### src/rtl/rate_distributor.sv
module rate_distributor #(
  parameter int SCAN_W = 3,
  parameter int LAT    = 1
) (
  input  logic                       clk,
  input  logic                       rst_n,
  input  logic                       clr,
  input  logic                       z_in,
  output logic [SCAN_W:0]            sel,
  output logic [(1 << SCAN_W) - 1:0] rate_clk
);
  localparam int NCH = 1 << SCAN_W;
  localparam logic [SCAN_W-1:0] LAT_V = SCAN_W'(LAT);

  logic [SCAN_W-1:0] cnt;
  logic [SCAN_W-1:0] addr;

  assign sel  = {1'b1, cnt};
  assign addr = cnt - LAT_V;

  always_ff @(posedge clk or negedge rst_n) begin
    if (!rst_n) cnt <= '0;
    else        cnt <= cnt + 1'b1;
  end

  always_ff @(posedge clk or negedge rst_n) begin
    if (!rst_n)   rate_clk <= '0;
    else if (clr) rate_clk <= '0;
    else          rate_clk[addr] <= z_in;
  end

  logic unused_ok;
  assign unused_ok = (NCH > 0);
endmodule

### config.mk
export PLATFORM = sky130hd
export DESIGN_NAME = rate_distributor
export DESIGN_NICKNAME = d
export VERILOG_FILES = /design/src/rtl/rate_distributor.sv
export SDC_FILE = /design/constraint.sdc
export NUM_CORES = 1
export LEC_CHECK = 0
export BUFFER_PORTS_ARGS = -buffer_cell sky130_fd_sc_hd__buf_2
export CORE_AREA = 2 2 39 41
export DETAILED_ROUTE_END_ITERATION = 7
export DIE_AREA = 0 0 41 43
export GPL_TIMING_DRIVEN = 0
export PLACE_DENSITY = 0.65
export SLEW_MARGIN = 40
export SYNTH_ARGS = -nofsm -noshare
export SYNTH_HDL_FRONTEND = slang
export SYNTH_SLANG_ARGS = --single-unit
### constraint.sdc
create_clock -name clk -period 1.6 [get_ports clk]
set_input_delay 0.16 -clock clk [delete_from_list [all_inputs] [get_ports clk]]
set_output_delay 0.16 -clock clk [all_outputs]
set_load 0.02 [all_outputs]
==> After elaboration in Yosys (flattened, before gate mapping) <==
Cells that the tools add are included.
W data, S select, Z words.
{ "totals": {"regBits": 11, "latch_bits": 0, "ramBits": 0, "romBits": 0, "output_inout_bits": 12, "word_cells": 11, "mem_count": 0} }
{ "classes": {"add_sub_neg": 2, "mul": 0, "div": 0, "order_cmp": 2, "n_eq_ne": 0, "shift": 0, "n_mux": 4, "bitwise_logic": 0, "reduce_logical": 1} }
{ "op_table": {"columns": ["op", "n"], "rows": [
  ["$bwmux W8", 1],
  ["$mux W8", 1],
  ["$lt A3 B4 Y1 const B", 1],
  ["$add A3 B1 Y3 const B", 1],
  ["$demux W1 S3", 1],
  ["$ge A3 B1 Y1 const B", 1],
  ["$sub A3 B1 Y3 const B", 1],
  ["$logic_and A1 B1 Y1", 1],
  ["$mux W1", 1]
]} }

==> Logic depth before layout (Yosys ltp) <==
{ "logic_depth": {"depth_word": 7, "mapped_depth": 6} }

==> Least setup slack after synthesis <==
Ideal clock, no wire load.
{ "synth_timing": {"kind": "reg-to-reg", "from": "register cnt[0]", "to": "register rate_clk[1]", "setup_ps": 125, "t_arrival_ps": 1520, "setup_slack_ps": -45, "path_stages_with_launch": 7, "path_buffers": 1, "period_less_slack_ps": 1645, "cell_sequence": "dfrtp_1 > buf_2 > inv_1 > ha_1 > xnor2_1 > nand2_1 > mux2i_1"} }
{ "synth_between": {"elab_chain_cells": 7, "word_cells_on_any_way": 8, "cone_classes": "1 x add/sub; 2 x order compare; 4 x mux; 1 x reduce/logical"} }
{ "synth_lines": {"columns": ["item", "line_no", "text"], "rows": [
  ["from (decl)", "15", "logic [SCAN_W-1:0] cnt;"],
  ["from (signal assigned)", "23", "else cnt <= cnt + 1'b1;"],
  ["$sub A3 B1 Y3 *", "19", "assign addr = cnt - LAT_V;"],
  ["named net addr[0]", "16", "logic [SCAN_W-1:0] addr;"],
  ["$lt A3 B4 Y1 (implied by the code) or $ge A3 B1 Y1 (tied branches)", "29", "else rate_clk[addr] <= z_in;"],
  ["$logic_and A1 B1 Y1 (implied by the code)", "29", null],
  ["$mux W1 (implied by the code)", "29", null],
  ["$demux W1 S3 *", "29", null],
  ["$bwmux W8 *", "29", null],
  ["$mux W8 *", "28", "else if (clr) rate_clk <= '0;"],
  ["to (signal, indexed assignment)", "29", null],
  ["to (decl)", "10", "output logic [(1 << SCAN_W) - 1:0] rate_clk"]
]} }
The timed path passes the listed nets; every way through them passes the cells marked *.

==> Worst setup path in the final report <==
{ "layout_timing": {"from": "register cnt[0]", "to": "register rate_clk[3]"} }
The elaborated chain is that of the path after synthesis.

==> flow_summary.ini <==
[setup_path]
critPathTopFamily = flip-flops
worst-path-buf-inv = 2
slowest_stage = dfrtp_1
worstPathCellList = clkbuf_4, inv_1, ha_4, xor2_4, o31ai_1, a21oi_1
worstPathArrival_ps = 1640
path_class = flip-flop to flip-flop
required_ps = 1740
cp_slowest_stage_delay_ps = 360
cp-end-kind = flip-flop
start_kind = flip-flop
path_max_fanout = 9

[sta]
setup_viol = 0
slew_violations = 0
fmax_mhz = 669
period_minus_slack_ps = 1490
skew_ps = 0.531
final-hold-violation-count = 0
period_share = 0.934

[yosys]
synth_warnings = 0
ys_top_cells_by_area = dfrtp_1 51%, mux2i_1 7.5%, nand2b_1 5.8%
synth-seq-area-share = 0.514
synth_edf_count = 0
ys_seq_elements = 11
syn_nets = 57
synth_area_sq_um = 536
synthArstFlopShare = 1.00
synthCells = 51
yosysTopAreaCellShare = 0.514
yosys.area.top_type = dfrtp_1
yosysMostFrequentCell = dfrtp_1
ys_types = 20
synth.avg_cell_area_sq_um = 10.5
synth_common_cells = 11 x dfrtp_1, 5 x nand2_1, 5 x nand2b_1
ys.flop_type = dfrtp_1

[clocking]
cts_max_level = 1
post_cts_buffers = 0
clock_latency_ps = 270
cts-root-buf = clkbuf_4
cts_buffers = 3
clk_path_buf_depth = 2
cts_tree = done
cts_sinks = 11
cts.clk_slew.worst_paths_ps = 70

[power_and_ir_drop]
power.leakage_nw = 0.366
clkPwrFrac = 0.375
p_int_mw = 0.391
p_per_area_mw_per_mm2 = 725
p_switching_mw = 0.118
seq_power_share = 0.557
swShare = 0.231
ir_drop_mv = 0.404
p_comb_frac = 0.068

[hold_path]
hp-class = primary input to flip-flop

[detailed_routing]
drc = 0
viasPerCell = 4.82
vias = 410
ant_nets = 0
wl_um = 971
wire_per_inst_um = 11.4
drt_first_pass_iters = 3
drt_iter0_markers = 7

[global_routing]
grt_first_pass_wirelength_um = 1690
grt_max_degree = 12
antenna_found_initial = 0
grtUsageTotal = 0.145
overflow = 0
grt_pass1_vias = 406

[final_layout]
diodes = 0
final_cells = 85
utilization = 0.507
drive_gt1_frac = 0.304
fin_nets = 76
area_growth_pct = 31.1
nFillCells = 137

[placed_design]
gp_congestion = 0.771
numPortBuffers = 13
hpwl_um = 711
dp_cells = 80

[outcome]
status = completed

[floorplan]
die_w_um = 41
io_pins = 16
fp-row-count = 14
die_y_um = 43
start_util = 0.387
core_sq_mm = 0.00138
die_area_sq_mm = 0.00176

[job]
maxCapViolCount = 0
-- per-stage QoR --
| stage | instance area, sq um | power [mW] | TNS (ps) | setup WS [ps] | hold slack [ps] |
|---|---|---|---|---|---|
| final | 702 | 0.509 | 0 | 106 | 186 |
| after global routing | 702 | 0.531 | -19.0 | -19.0 | 201 |
| after CTS | 667 | 0.513 | 0 | 26.9 | 183 |
| after detailed placement | 628 | 0.322 | -1.33 | -1.33 | 45.3 |
| after global placement | 628 | 0.322 | 0 | 17.5 | 42.4 |
| after floorplan | 543 | 0.307 | -4.24 | -4.24 | -136 |
-- layout by cell type, fill, tap and decap left out, drive strengths merged, types with 4 or more instances in the layout --
master   n
buf     14
dfrtp   11
clkbuf   6
nand2    5
nand2b   5
a21oi    4
mux2i    4
-- worst register-to-register path: cells and delay by family, from the launching register on --
kind	cells	cell delay (ps)
xor gates and xnor gates	1	200
AOI/OAI and AO/OA	2	330
adders and majority gates	1	200
DFF	1	360
buffers and inverters	2	280
-- power by group through the flow --
stage / clock network [mW] / registers, mW / logic, mW
6_report: 0.191 / 0.283 / 0.0347
5_1_grt: 0.208 / 0.284 / 0.0393
4_1_cts: 0.194 / 0.283 / 0.0355
3_5_place_dp: 0 / 0.289 / 0.0336
3_3_place_gp: 0 / 0.289 / 0.0330
2_1_floorplan: 0 / 0.294 / 0.0134
-- kinds of logic after synthesis --
family | Yosys count | share of synthesized area
mux | 4 | 0.0748
fa+ha+maj | 2 | 0.0467
other cells | 1 | 0.00700
simple gates | 17 | 0.166
flops | 11 | 0.514
xor+xnor | 3 | 0.0631
buf+inv | 5 | 0.0444
compound gates | 8 | 0.0841
-- state kept, by name (all words and copies together), names as in the netlist --
| register | count |
|---|---|
| rate_clk | 8 |
| cnt | 3 |
-- path summary, 6_finish.rpt --
path / startpoint / to / slack, ps / cells past startpoint
max: cnt[0]$_DFF_PN0_ / rate_clk[3]$_DFFE_PN0P_ / 110 / 6
min: z_in / rate_clk[7]$_DFFE_PN0P_ / 190 / 3
max reg2reg: cnt[0]$_DFF_PN0_ / rate_clk[3]$_DFFE_PN0P_ / 110 / 6
min reg2reg: rate_clk[4]$_DFFE_PN0P_ / rate_clk[4]$_DFFE_PN0P_ / 540 / 2
max in group asynchronous: rst_n / rate_clk[7]$_DFFE_PN0P_ / 1120 / 2
min in group asynchronous: rst_n / cnt[0]$_DFF_PN0_ / 280 / 2
-- final cells by class --
class	instances	area [sq um]	area share
multi-input combinational	35	279	0.398
sequential	11	275	0.392
timing repair buffer	14	75.1	0.107
clock buffer	4	26.3	0.0374
tap	16	20.0	0.0285
buffer	3	18.8	0.0267
inverter	2	7.51	0.0107
-- routing by layer --
layer	track usage	wire, um	share of wire	vias up
li1	-	-	-	202
met1	0.193	408	0.42	194
met2	0.209	495	0.51	10
met3	0.0157	46	0.047	4
met4	0.100	20	0.021	0
met5	0	0	0	-
-- timing repair --
action                                 4_1_cts  5_1_grt
endpoints found under the hold margin       11        0
setup endpoints to repair                    2        8
hold buffers                                 1        0
gates resized for setup                      1        4
pin swaps                                    0        0
Note: power is estimated with default switching activity, not from simulation.
